**src/rtl/win_cmp_pkg.sv**
```systemverilog
package win_cmp_pkg;
  localparam int unsigned REG_ADDR_W = 8;
  typedef logic [REG_ADDR_W-1:0] reg_addr_t;

  // Offsets decoded by software; kept fixed
  localparam reg_addr_t ADDR_CMP_CTRL = 8'h18;
  localparam reg_addr_t ADDR_LIM_LO   = 8'h1C;
  localparam reg_addr_t ADDR_LIM_HI   = 8'h20;
  localparam reg_addr_t ADDR_IRQ_EN   = 8'h34;
  localparam reg_addr_t ADDR_IRQ_CLR  = 8'h38;

  localparam int unsigned CMP_EN_BIT   = 0;
  localparam int unsigned CMP_FLAG_BIT = 1;
endpackage

```
**src/rtl/win_cmp_regs.sv**
```systemverilog
module win_cmp_regs
  import win_cmp_pkg::*;
#(
  parameter int unsigned CODE_W = 12
) (
  input  logic              clk_i,
  input  logic              rst_ni,
  input  logic              wr_i,
  input  reg_addr_t         addr_i,
  input  logic [CODE_W-1:0] wdata_i,
  output logic              cmp_en_o,
  output logic              irq_en_o,
  output logic [CODE_W-1:0] lim_lo_o,
  output logic [CODE_W-1:0] lim_hi_o,
  output logic              clr_o
);
  always_ff @(posedge clk_i or negedge rst_ni) begin
    if (!rst_ni) begin
      cmp_en_o <= 1'b0;
      irq_en_o <= 1'b0;
      lim_lo_o <= '0;
      lim_hi_o <= '0;
    end else if (wr_i) begin
      unique case (addr_i)
        ADDR_CMP_CTRL: cmp_en_o <= wdata_i[CMP_EN_BIT];
        ADDR_IRQ_EN:   irq_en_o <= wdata_i[CMP_FLAG_BIT];
        ADDR_LIM_LO:   lim_lo_o <= wdata_i;
        ADDR_LIM_HI:   lim_hi_o <= wdata_i;
        default: ;
      endcase
    end
  end

  // W1C pulse, not stored
  assign clr_o = wr_i && (addr_i == ADDR_IRQ_CLR) && wdata_i[CMP_FLAG_BIT];
endmodule

```
**src/rtl/win_cmp_eval.sv**
```systemverilog
module win_cmp_eval #(
  parameter int unsigned CODE_W = 12
) (
  input  logic              valid_i,
  input  logic [CODE_W-1:0] code_i,
  input  logic              cmp_en_i,
  input  logic [CODE_W-1:0] lim_lo_i,
  input  logic [CODE_W-1:0] lim_hi_i,
  output logic              hit_o
);
  logic win_ok, below, above;

  always_comb begin
    win_ok = lim_lo_i < lim_hi_i;
    below  = code_i < lim_lo_i;
    above  = code_i > lim_hi_i;
    hit_o  = valid_i && cmp_en_i && win_ok && (below || above);
  end
endmodule

```
**src/rtl/win_cmp_flag.sv**
```systemverilog
module win_cmp_flag (
  input  logic clk_i,
  input  logic rst_ni,
  input  logic set_i,
  input  logic clr_i,
  input  logic irq_en_i,
  output logic flag_o,
  output logic irq_o
);
  // Set wins over clear so a coincident event is kept
  always_ff @(posedge clk_i or negedge rst_ni) begin
    if (!rst_ni)     flag_o <= 1'b0;
    else if (set_i)  flag_o <= 1'b1;
    else if (clr_i)  flag_o <= 1'b0;
  end

  assign irq_o = flag_o & irq_en_i;
endmodule

```
**src/rtl/thermal_window_irq.sv**
```systemverilog
module thermal_window_irq
  import win_cmp_pkg::*;
#(
  parameter int unsigned CODE_W = 12
) (
  input  logic              clk_i,
  input  logic              rst_ni,
  input  logic              result_valid_i,
  input  logic [CODE_W-1:0] result_code_i,
  input  logic              reg_wr_i,
  input  logic [7:0]        reg_addr_i,
  input  logic [CODE_W-1:0] reg_wdata_i,
  output logic              irq_o
);
  logic              cmp_en;
  logic              irq_en;
  logic [CODE_W-1:0] lim_lo;
  logic [CODE_W-1:0] lim_hi;
  logic              clr_req;
  logic              hit;
  logic              cmp_flag;

  win_cmp_regs #(.CODE_W(CODE_W)) i_regs (
    .clk_i    (clk_i),
    .rst_ni   (rst_ni),
    .wr_i     (reg_wr_i),
    .addr_i   (reg_addr_i),
    .wdata_i  (reg_wdata_i),
    .cmp_en_o (cmp_en),
    .irq_en_o (irq_en),
    .lim_lo_o (lim_lo),
    .lim_hi_o (lim_hi),
    .clr_o    (clr_req)
  );

  win_cmp_eval #(.CODE_W(CODE_W)) i_eval (
    .valid_i  (result_valid_i),
    .code_i   (result_code_i),
    .cmp_en_i (cmp_en),
    .lim_lo_i (lim_lo),
    .lim_hi_i (lim_hi),
    .hit_o    (hit)
  );

  win_cmp_flag i_flag (
    .clk_i    (clk_i),
    .rst_ni   (rst_ni),
    .set_i    (hit),
    .clr_i    (clr_req),
    .irq_en_i (irq_en),
    .flag_o   (cmp_flag),
    .irq_o    (irq_o)
  );
endmodule

```
**config.mk**
```make
export PLATFORM = sky130hd
export DESIGN_NAME = thermal_window_irq
export DESIGN_NICKNAME = d
export VERILOG_FILES = /design/src/rtl/win_cmp_pkg.sv /design/src/rtl/win_cmp_regs.sv /design/src/rtl/win_cmp_eval.sv /design/src/rtl/win_cmp_flag.sv /design/src/rtl/thermal_window_irq.sv
export SDC_FILE = /design/constraint.sdc
export NUM_CORES = 1
export LEC_CHECK = 0
export BUFFER_PORTS_ARGS = -buffer_cell sky130_fd_sc_hd__buf_2
export CAP_MARGIN = 20
export CORE_MARGIN = 4
export CORE_UTILIZATION = 50
export CTS_CLUSTER_DIAMETER = 150
export DETAILED_ROUTE_END_ITERATION = 6
export PLACE_DENSITY = 0.73
export SYNTH_ARGS = -nofsm -noshare
export SYNTH_HDL_FRONTEND = slang
export SYNTH_HIERARCHICAL = 1
export SYNTH_SLANG_ARGS = --single-unit
```
**constraint.sdc**
```tcl
create_clock -name clk_i -period 2.2 [get_ports clk_i]
set_input_delay 0 -clock clk_i [delete_from_list [all_inputs] [get_ports clk_i]]
set_output_delay 0 -clock clk_i [all_outputs]
set_load 0.01 [all_outputs]
```
==> reports/metrics.cfg <==
[sta]
max_freq_mhz=510
final.setup.tns_ns=0
grt_setup_unrepaired=false
worst_slew_pin_slew_ns=0.609
slew_violations=0
period_share_pct=89.2
relSlewSlack_pct=59.4
min_period_ns=1.96
setup_viol=0
finalClockSkew_ns=0.00809
finalHoldViolCount=0

[global_routing]
grt_pass1_wl_um=7110
gr-total-overflow=0
grt_pass1_vias=1533
antenna_found_initial=0
track_usage_pct=17.6
grt_max_degree=28

[routing]
antenna_left=0
vias_per_cell=5.28
vias=1456
drc_errors=0
drt_first_pass_iters=3
drt_iter0_drc=35
post_drt_wl_per_cell_um=14.9
wl_um=4110

[outcome]
outcome=finished, final reports clean

[clock_network]
cts_root_buffer=clkbuf_8
cts_buffer_depth=2
cts_setup_buffers=0
cts_tree=done
clk_pin_slew_ns=0.10
hold_buffers=12
cts-resized-gates=0
h-tree-depth=1
cts_sinks=27
numCtsBuffers=3
clk_latency_ns=0.27

[synthesis]
syn_area_sq_mm=0.00199
synth_top_area_cell=dfrtp_1
avgSynthCellArea_sq_um=11.2
synth.area.top_cells=dfrtp_1 34%, ha_1 21%, mux2_2 7.9%
synth_cell_types=37
synth_top_cell_area_share_pct=33.9
ys_ff_latch=27
synthesis.nets=248
postSynthCellCount=178
yosys_warnings=6
ys_seq_area_share_pct=33.9

[setup_path]
critical_path_arrival_ns=2.17
critPathRequiredTime_ns=2.41
startpoint_type=register
path_max_fanout=3
r2r_cells=8
worstSetupPathType=register to register
end_kind=register

[worst_hold_path]
hold_class=input port to register
hold_depth=2

[floorplan]
coreArea_sq_mm=0.00374
die_w_um=71.1
placementRows=22
die_area_sq_mm=0.00506
die_y_um=71.1
start_util_pct=53.2
pin_count=37

[placement]
placed_cells_incl_taps=260
gp_congestion=0.792
io_buffers=36
dp_hpwl_um=3270

[power]
worst_ir_drop_vdd_mv=0.351
p_per_area_mw_per_mm2=457
p_leak_nw=1.19

[run]
maxCapViolCount=0

[finish]
area_growth_pct=19.5
layout.area.seq_sq_um=676
layout.nets=299
fill_cells=328
layout-drive-gt1-share_pct=31.6
diodes=0
multi_input_area_sq_mm=0.00121
final-instance-count-excl-fill=276

[Yosys cell counts]
cell type and n:
a2111oi_2 1, a211oi_1 2, a211oi_2 1, a21o_1 6
a21oi_1 11, and2_1 1, and3_1 1, and3b_1 1
buf_4 1, buf_6 1, dfrtp_1 27, ha_1 34
inv_1 24, mux2_1 2, mux2_2 14, mux2_4 10
nand2_1 4, nand2b_4 1, nand3_1 6, nand3_2 2
nand4_1 8, nand4b_1 1, nor2_1 3, nor2b_1 2
nor3_1 1, nor3_2 1, nor3b_1 1, nor3b_4 1
nor4_1 1, nor4b_4 1, o211ai_1 1, o21a_1 1
o21ai_0 1, o21bai_1 1, o31ai_1 2, or3_1 1
or4_1 1
[per-layer routing]
layer	track usage, %	up-vias	part of all wire (%)
met5	0	-	0
met2	28.3	25	46
li1	-	747	-
met4	5.01	0	1.1
met1	24.6	679	49
met3	2.41	5	3.2
[report_power, final]
part	leakage (nW)	switching (mW)	total, mW	internal, mW
registers	0.372	0.0186	0.543	0.525
logic	0.797	0.130	0.265	0.135
clock network	0.0255	0.153	0.280	0.127
[cells by family after synthesis]
family	Yosys count	share of synthesized area, %
adder cells (fa/ha/maj)	34	21.3
AO/OA/AOI/OAI	27	9.29
flip-flops	27	33.9
multiplexers	26	16.6
AND/OR/NAND/NOR	38	13.4
buffers and inverters	26	5.46
[worst max-delay path, stage by stage (launching register included)]
cell      delay [ns]
dfrtp_1         0.38
inv_1           0.05
ha_1            0.29
a21o_1          0.19
a21oi_1         0.13
nor2b_1         0.05
or4_1           0.49
a211oi_2        0.21
a21o_1          0.10
[cells in the final DEF, fill, tap and decap left out, types with 2 or more instances in the layout]
cell / n
a211oi_1: 2
a21o_1: 6
a21oi_1: 11
buf_2: 36
clkbuf_8: 3
dfrtp_1: 27
dlygate4sd3_1: 12
ha_1: 34
inv_1: 24
mux2_1: 2
mux2_2: 14
mux2_4: 10
nand2_1: 4
nand3_1: 6
nand3_2: 2
nand4_1: 8
nor2_1: 3
nor2b_1: 2
o31ai_1: 2
[state kept, by name (all words and copies together), names as in the netlist]
register / count
i_regs/lim_lo_o: 12
i_regs/lim_hi_o: 12
i_regs/cmp_en_o: 1
i_flag/flag_o: 1
i_regs/irq_en_o: 1
[final timing paths]
check | from | endpoint | slack, ns
worst max-delay path | i_regs/lim_lo_o[9]$_DFFE_PN0P_ | i_flag/flag_o$_DFFE_PN0P_ | 0.24
worst max register to register | i_regs/lim_lo_o[9]$_DFFE_PN0P_ | i_flag/flag_o$_DFFE_PN0P_ | 0.24
min in group asynchronous | rst_ni | i_regs/lim_hi_o[2]$_DFFE_PN0P_ | 0.27
worst min-delay path | reg_wdata_i[1] | i_regs/lim_hi_o[1]$_DFFE_PN0P_ | 0.009
worst min register to register | i_flag/flag_o$_DFFE_PN0P_ | i_flag/flag_o$_DFFE_PN0P_ | 0.50
max in group asynchronous | rst_ni | i_regs/lim_lo_o[6]$_DFFE_PN0P_ | 1.53
[layout make-up]
type | instances | area share (%)
inverter | 24 | 3.78
multi-input combinational | 125 | 50.8
clock buffer | 3 | 1.73
clock inverter | 1 | 0.210
sequential | 27 | 28.4
timing repair buffer | 48 | 12.6
tap | 48 | 2.52
[metrics by stage]
step	worst slack (ns)	cell area [sq um]	util, %	hold slack [ns]	total power, mW
floorplan	0.396	1990	-	-0.296	0.700
global route	0.183	2380	63.6	0.0161	1.15
CTS	0.238	2380	63.6	0.00876	1.10
global placement	0.343	2210	59.2	0.0382	0.792
detailed placement	0.267	2210	59.2	0.0372	0.800
finish	0.238	2380	63.6	0.00890	1.09
No activity file was read; power rests on OpenSTA's default activity.
